===== src/rtl/pgf_pkg.sv =====
package pgf_pkg;
   typedef enum logic [1:0] {
      SQ_RUN   = 2'd0,
      SQ_MISS2 = 2'd1,
      SQ_STALL = 2'd2
   } seq_st_t;
endpackage


===== src/rtl/pgf_mode_gate.sv =====
// Arms single-cycle page mode only on an enable rising edge seen with the
// timing field at zero; drops it when enable falls or the field changes.
module pgf_mode_gate #(
   parameter int TW = 2
) (
   input  logic          clk,
   input  logic          rst_n,
   input  logic          cfg_en,
   input  logic [TW-1:0] cfg_timing,
   output logic          mode_on
);
   logic en_q;
   logic tm_zero;

   assign tm_zero = (cfg_timing == '0);

   always_ff @(posedge clk or negedge rst_n) begin
      if (!rst_n) begin
         en_q    <= 1'b0;
         mode_on <= 1'b0;
      end else begin
         en_q    <= cfg_en;
         mode_on <= cfg_en && tm_zero && (mode_on || !en_q);
      end
   end
endmodule


===== src/rtl/pgf_page_track.sv =====
// Holds the last page put on the bus and a valid flag; flag clears whenever
// the mode is off so the first fetch after entry misses.
module pgf_page_track #(
   parameter int HW = 8
) (
   input  logic          clk,
   input  logic          rst_n,
   input  logic          mode_on,
   input  logic          upd,
   input  logic [HW-1:0] hi_in,
   output logic          hit
);
   logic [HW-1:0] pg_q;
   logic          pg_vld;

   assign hit = pg_vld && (pg_q == hi_in);

   always_ff @(posedge clk or negedge rst_n) begin
      if (!rst_n) begin
         pg_q   <= '0;
         pg_vld <= 1'b0;
      end else if (!mode_on) begin
         pg_vld <= 1'b0;
      end else if (upd) begin
         pg_q   <= hi_in;
         pg_vld <= 1'b1;
      end
   end
endmodule


===== src/rtl/pgf_seq.sv =====
// Bus cycle sequencer: one-clock hit, two-clock miss, stall window after ack.
module pgf_seq
   import pgf_pkg::*;
#(
   parameter int PW = 8,
   parameter int HW = 8,
   parameter int SW = 4
) (
   input  logic          clk,
   input  logic          rst_n,
   input  logic          mode_on,
   input  logic          req,
   input  logic [PW-1:0] lo,
   input  logic [HW-1:0] hi,
   input  logic          hit,
   input  logic [SW-1:0] stall_in,
   output logic          ack,
   output logic          ale,
   output logic [PW-1:0] bus_addr
);
   seq_st_t       st, st_nx;
   logic [SW-1:0] cnt;
   logic [PW-1:0] lo_hold;
   logic [PW-1:0] hi_p;
   seq_st_t       after_ack;

   generate
      if (HW == PW) begin : g_full
         assign hi_p = hi;
      end else begin : g_pad
         assign hi_p = {{(PW-HW){1'b0}}, hi};
      end
   endgenerate

   assign after_ack = (stall_in != '0) ? SQ_STALL : SQ_RUN;

   always_comb begin
      ack      = 1'b0;
      ale      = 1'b0;
      bus_addr = lo_hold;
      st_nx    = st;
      if (!mode_on) begin
         st_nx = SQ_RUN;
      end else begin
         case (st)
            SQ_RUN: begin
               if (req) begin
                  if (hit) begin
                     ack      = 1'b1;
                     bus_addr = lo;
                     st_nx    = after_ack;
                  end else begin
                     ale      = 1'b1;
                     bus_addr = hi_p;
                     st_nx    = SQ_MISS2;
                  end
               end
            end
            SQ_MISS2: begin
               if (req) begin
                  ack      = 1'b1;
                  bus_addr = lo;
                  st_nx    = after_ack;
               end else begin
                  st_nx = SQ_RUN;
               end
            end
            SQ_STALL: begin
               if (cnt <= SW'(1)) st_nx = SQ_RUN;
            end
            default: st_nx = SQ_RUN;
         endcase
      end
   end

   always_ff @(posedge clk or negedge rst_n) begin
      if (!rst_n) begin
         st      <= SQ_RUN;
         cnt     <= '0;
         lo_hold <= '0;
      end else begin
         st <= st_nx;
         if (!mode_on)       cnt <= '0;
         else if (ack)       cnt <= stall_in;
         else if (cnt != '0) cnt <= cnt - SW'(1);
         if (ack) lo_hold <= lo;
      end
   end
endmodule


===== src/rtl/pgmode_fetch.sv =====
module pgmode_fetch #(
   parameter int AW = 16,
   parameter int PW = 8,
   parameter int SW = 4
) (
   input  logic          clk,
   input  logic          rst_n,
   input  logic          cfg_en,
   input  logic [1:0]    cfg_timing,
   input  logic          fetch_req,
   input  logic [AW-1:0] fetch_addr,
   input  logic [SW-1:0] stall_cnt,
   output logic          fetch_ack,
   output logic          byte_valid,
   output logic [PW-1:0] byte_out,
   output logic [PW-1:0] bus_addr,
   output logic          bus_ale,
   output logic          bus_rd_n,
   input  logic [PW-1:0] bus_data
);
   localparam int HW = AW - PW;

   generate
      if (HW < 1 || HW > PW) begin : g_bad_aw
         $error("pgmode_fetch: AW-PW must lie in 1..PW");
      end
      if (SW < 1) begin : g_bad_sw
         $error("pgmode_fetch: SW must be at least 1");
      end
   endgenerate

   logic mode_on;
   logic hit;

   pgf_mode_gate #(.TW(2)) u_mode (
      .clk(clk), .rst_n(rst_n), .cfg_en(cfg_en), .cfg_timing(cfg_timing),
      .mode_on(mode_on)
   );

   pgf_page_track #(.HW(HW)) u_page (
      .clk(clk), .rst_n(rst_n), .mode_on(mode_on), .upd(fetch_ack),
      .hi_in(fetch_addr[AW-1:PW]), .hit(hit)
   );

   pgf_seq #(.PW(PW), .HW(HW), .SW(SW)) u_seq (
      .clk(clk), .rst_n(rst_n), .mode_on(mode_on), .req(fetch_req),
      .lo(fetch_addr[PW-1:0]), .hi(fetch_addr[AW-1:PW]), .hit(hit),
      .stall_in(stall_cnt), .ack(fetch_ack), .ale(bus_ale),
      .bus_addr(bus_addr)
   );

   assign bus_rd_n = ~mode_on;

   always_ff @(posedge clk or negedge rst_n) begin
      if (!rst_n) begin
         byte_valid <= 1'b0;
         byte_out   <= '0;
      end else begin
         byte_valid <= fetch_ack;
         if (fetch_ack) byte_out <= bus_data;
      end
   end
endmodule


===== config.mk =====
export PLATFORM = sky130hd
export DESIGN_NAME = pgmode_fetch
export DESIGN_NICKNAME = d
export VERILOG_FILES = /design/src/rtl/pgf_pkg.sv /design/src/rtl/pgf_mode_gate.sv /design/src/rtl/pgf_page_track.sv /design/src/rtl/pgf_seq.sv /design/src/rtl/pgmode_fetch.sv
export SDC_FILE = /design/constraint.sdc
export NUM_CORES = 1
export LEC_CHECK = 0
export ABC_AREA = 1
export BUFFER_PORTS_ARGS = -buffer_cell sky130_fd_sc_hd__buf_2
export CORE_MARGIN = 2
export CORE_UTILIZATION = 48
export CTS_BUF_LIST = sky130_fd_sc_hd__clkbuf_4 sky130_fd_sc_hd__clkbuf_8
export DETAILED_ROUTE_END_ITERATION = 8
export PLACE_DENSITY = 0.77
export RECOVER_POWER = 100
export REMOVE_ABC_BUFFERS = 1
export SLEW_MARGIN = 15
export SYNTH_ARGS = -nofsm -noshare
export SYNTH_HDL_FRONTEND = slang
export SYNTH_SLANG_ARGS = --single-unit

===== constraint.sdc =====
create_clock -name clk -period 1.5 [get_ports clk]
set_clock_uncertainty 0.05 [all_clocks]
set_input_delay 0.225 -clock clk [delete_from_list [all_inputs] [get_ports clk]]
set_output_delay 0.225 -clock clk [all_outputs]
set_load 0.02 [all_outputs]

[Word-level counts from Yosys, hierarchy flattened]
Cells that the tools add are included.
W data, S select, Z words.
Cells by class
  $add $sub $neg: 1
  $lt $le $gt $ge: 1
  equal/unequal tests: 7
  mux-type cells: 26
  bitwise gates (word level): 1
  reductions and logical operators: 11
Operators with widths (number)
  $mux W8: 4
  $pmux W8 S2: 1
  $mux W2: 6
  $mux W4: 3
  $mux W1: 10
  $eq A8 B8 Y1: 1
  $reduce_bool A4 Y1: 2
  $ne A3 B2 Y1 const B: 2
  $pmux W2 S3: 1
  $le A4 B1 Y1 const B: 1
  $logic_not A2 Y1: 2
  $reduce_and A2 Y1: 2
  $sub A4 B1 Y4 const B: 1
  $logic_and A1 B1 Y1: 3
  $ne A3 B3 Y1 const B: 1
  $eq A2 B1 Y1 const B: 1
  $eq A2 B2 Y1 const B: 1
  $ne A2 B2 Y1 const B: 1
  $pmux W1 S2: 1
  $logic_not A1 Y1: 1
  $logic_or A1 B1 Y1: 1
  $not A1 Y1: 1
Word-level totals
  flip-flop bits (word level): 34
  bits of input ports: 34
  output and inout port bits: 20
  logic and storage cells: 56

[Depth between registers and ports, before layout]
  depth after elaboration: 8
  mapped depth: 13
  mapped depth without buffers: 13

[By module]
A second synthesis with hierarchy kept.
Second synthesis, totals
  cell total of the unflattened synthesis: 268
  area, all modules: 1969.4 µm²
By module, submodules not included
  pgf_seq: instances 1, cells an instance 163, area an instance 1063.5 µm², sequential area each 350.3 µm²
  pgf_page_track: instances 1, cells an instance 62, area an instance 503.0 µm², sequential area each 225.2 µm²
  pgmode_fetch: instances 1, cells an instance 36, area an instance 334.1 µm², sequential area each 225.2 µm²
  pgf_mode_gate: instances 1, cells an instance 7, area an instance 68.8 µm², sequential area each 50.0 µm²

[Worst setup path before layout]
Ideal clock, no wire load.
  kind: reg2out
  start: register u_mode.mode_on
  end: output port bus_addr[2]
  arrival: 1.588 ns
  data required time: 1.225 ns
  slack: -0.363 ns
  stages on the path, launching flop included: 7
  buffers on the path: 0
  cell sequence: dfrtp_1 > inv_1 > nor2_2 > inv_2 > nor3_2 > nand2_1 > nand3_1
Between the ends
  word-level cells in the longest chain between the ends: 1
Ends and longest elaborated chain
  from (decl): line pgf_mode_gate.sv:10  | output logic mode_on
  from (signal assigned): line pgf_mode_gate.sv:23  | mode_on <= cfg_en && tm_zero && (mode_on || !en_q);
  $mux W8: line pgf_seq.sv:42  | if (!mode_on) begin
  to (decl): line pgmode_fetch.sv:16  | output logic [PW-1:0] bus_addr,
Every way passes these cells.

[Worst setup path in the final report]
  start: register u_page.pg_q[7]
  end: output port bus_addr[6]
Between the ends
  word-level cells in the longest chain between the ends: 6
Ends and longest elaborated chain
  from (decl): line pgf_page_track.sv:13  | logic [HW-1:0] pg_q;
  from (signal assigned): line pgf_page_track.sv:25  | pg_q <= hi_in;
  $eq A8 B8 Y1: line pgf_page_track.sv:16  | assign hit = pg_vld && (pg_q == hi_in);
  $logic_and A1 B1 Y1: line pgf_page_track.sv:16
  $mux W8: line pgf_seq.sv:48  | if (hit) begin
  $mux W8: line pgf_seq.sv:47  | if (req) begin
  $pmux W8 S2: line pgf_seq.sv:45  | case (st)
  $mux W8: line pgf_seq.sv:42
Every way passes these cells.

==> impl_metrics.toml <==
[cts]
cts_tree = "done"
htree_levels = 2
clk_pin_slew_ns = 0.07
clkSinkCount = 34
clk_latency_ns = 0.29
clockBufferDepth = 2
cts_root_buffer = "clkbuf_8"
cts-buffers-inserted = 5

[logic_synthesis]
syn_area_per_cell_sq_um = 7.26
ys_seq_area_frac = 0.447
postSynthCellCount = 262
ys_seq_elements = 34
synthDistinctLibCells = 25
synth_area_sq_um = 1900
yosys_warnings = 0

[finish]
drive_above_1_share = 0.325
fin_nets = 384
area_delta_synth_final_pct = 40.4
antennaDiodeCount = 0

[worst_setup_path]
r2r_cells = 11
crit_end = "bus_addr[6]"
crit_start = "u_page.pg_q[7]$_DFFE_PN0P_"
r2r_end = "u_seq.cnt[3]$_DFFE_PN0P_"
critPathLaunchType = "flop"
critPathArrivalTime_ns = 1.78
cp_max_fo = 3
path_class = "flop to output port"
r2r_slack_ns = -0.33
crit_required_ns = 1.22
r2r-start = "u_page.pg_q[7]$_DFFE_PN0P_"
end_kind = "output port"

[floorplan]
die_x_um = 66.9
boundaryPins = 54
core-area_sq_um = 3740
die_y_um = 66.9
rows = 22
dieArea_sq_um = 4480
start_util = 0.508

[routing]
dr_total_vias = 1931
routed_wl_mm = 4.89
drc_errors = 0
viasPerCell = 4.88
postRouteAntennaNets = 0
dr.pass1.iters = 4
wl_per_cell_um = 12.4
drtIter0Drc = 91

[placed_design]
place.port_buffers = 53
dpl.hpwl_mm = 3.69
globalplace.congestion = 0.790
dp_slack_ns = -0.367

[status]
status = "finished with violations"
violations = "negative setup slack"

[run]
maxCapViolCount = 0

[global_route]
antenna_found_initial = 0
grt_max_degree = 19
gr-total-overflow = 0
grt_pass1_vias = 1954
grt_pass1_wl_mm = 8.32
grt_usage = 0.252

[sta]
setup_ws_ns = -0.554
drv_slew = 0
fin_crit_sh = 1.37
hold_violations = 0
grt_setup_unrepaired = "yes"
min_period_ns = 2.05
setup_viol = 41
hold_ws_ns = 0.0153
tightest_slew_ns = 0.953
clock.fmax_ghz = 0.487
slew_headroom = 0.365

[power_and_ir_drop]
leakagePower_uw = 0.00147
max-vdd-ir-drop_v = 0.000632
powerDensity_nw_per_um2 = 747

[min_path]
hold_path_class = "input port to flop"
==> placed cells by master (no fill, tap or decap), drive strengths merged, types with 3 or more instances in the layout <==
master / Yosys / layout
nor2: 13 / 13
clkbuf: 2 / 20
nor3: 3 / 3
buf: 6 / 72
nand2: 101 / 101
a21oi: 5 / 5
inv: 35 / 35
ha: 3 / 3
o21ai: 27 / 27
dfrtp: 34 / 34
nand3: 19 / 19
nand4: 6 / 6
==> state kept, by name, indices dropped and copies added, names as in the netlist <==
signal,cells
byte_out,8
byte_valid,1
u_mode.en_q,1
u_mode.mode_on,1
u_page.pg_q,8
u_page.pg_vld,1
u_seq.cnt,4
u_seq.lo_hold,8
u_seq.st,2
==> worst min-delay path by stage <==
stage                start                       to  slack (ns)  depth (start not counted)
CTS                 cfg_en    u_mode.en_q$_DFF_PN0_       0.005                          1
detailed placement   rst_n  byte_out[4]$_DFFE_PN0P_        0.13                          1
finish              cfg_en    u_mode.en_q$_DFF_PN0_        0.02                          1
global route        cfg_en    u_mode.en_q$_DFF_PN0_        0.02                          1
floorplan            rst_n  byte_out[0]$_DFFE_PN0P_       -0.12                          0
global placement     rst_n  byte_out[4]$_DFFE_PN0P_        0.12                          1
==> layout make-up <==
| cell class | instances | area, sq um |
|---|---|---|
| clock inverters | 1 | 5.00 |
| multi-input cells | 185 | 950 |
| well taps | 48 | 60.1 |
| repair buffers | 86 | 581 |
| clock buffers | 7 | 90.1 |
| flip-flops and latches | 34 | 851 |
| inverters | 35 | 134 |
| fillers | 337 | 1070 |
==> cells in the mapped netlist <==
| cell type | count | share of area |
|---|---|---|
| nor3_1 | 2 | 0.0053 |
| nor3_2 | 1 | 0.0053 |
| nor2_1 | 10 | 0.020 |
| inv_1 | 27 | 0.053 |
| nor2_2 | 3 | 0.0099 |
| buf_6 | 2 | 0.012 |
| o21ai_1 | 16 | 0.042 |
| ha_1 | 3 | 0.020 |
| nand3_1 | 17 | 0.045 |
| nand4_1 | 6 | 0.020 |
| o21ai_0 | 11 | 0.029 |
| inv_2 | 8 | 0.016 |
| nand2_2 | 1 | 0.0033 |
| buf_2 | 4 | 0.011 |
| xor2_1 | 2 | 0.0092 |
| a21oi_1 | 5 | 0.013 |
| nand3_4 | 1 | 0.0092 |
| nand2_1 | 100 | 0.20 |
| xnor2_1 | 2 | 0.0092 |
| o2111ai_1 | 1 | 0.0046 |
| clkbuf_1 | 2 | 0.0039 |
| or2_1 | 2 | 0.0066 |
| dfrtp_1 | 34 | 0.45 |
| nand3_2 | 1 | 0.0053 |
| or4_1 | 1 | 0.0039 |
==> per-layer routing <==
| layer | wire length [um] | part of all wire | track usage |
|---|---|---|---|
| met1 | 2130 | 0.43 | 0.303 |
| met2 | 2400 | 0.49 | 0.423 |
| met3 | 251 | 0.051 | 0.0625 |
| met4 | 114 | 0.023 | 0.112 |
| met5 | 0 | 0 | 0 |
==> through the flow <==
step	power [uW]	cells	setup TNS, ns	utilization	area, sq um
6_report	1990	396	-12.76	0.713	2670
3_3_place_gp	1260	386	-5.48	0.650	2430
5_1_grt	2090	396	-19.00	0.713	2670
3_5_place_dp	1270	386	-8.39	0.650	2430
4_1_cts	2010	396	-13.37	0.716	2680
2_1_floorplan	1110	254	-9.26	-	1850
==> power by group <==
| group | leakage [uW] | internal [uW] | switching [uW] | total, uW |
|---|---|---|---|---|
| registers | 0.000469 | 942 | 18.1 | 961 |
| logic | 0.000949 | 141 | 177 | 319 |
| clock network | 0.0000517 | 388 | 327 | 715 |
| total | 0.00147 | 1470 | 522 | 1990 |
==> critical path, cell delays in order, from the launching register on <==
cell	delay (ns)
dfrtp_1	0.40
or2_1	0.23
nand2_1	0.07
nor2_2	0.05
nand3_2	0.10
buf_4	0.14
nand3_1	0.08
nand3_1	0.08
nand2_1	0.07
a21oi_2	0.12
buf_4	0.15
==> cells by family (layout without fill, tap and decap cells) <==
group                      after synthesis  after routing  synth area share
xor gates and xnor gates                 4              4            0.0184
adders and majority gates                3              3            0.0197
buffers and inverters                   43            129            0.0954
and+or+nand+nor                        145            145             0.330
DFF                                     34             34             0.447
AOI/OAI and AO/OA                       33             33            0.0888
==> repair_timing <==
action	in CTS	in global routing
resized for setup	38	5
pin swaps	2	0
hold endpoints to repair	16	0
setup buffers	1	0
endpoints found under the setup margin	41	41
hold buffers	1	0
cloned	0	0
Note: power is estimated with default switching activity, not from simulation.
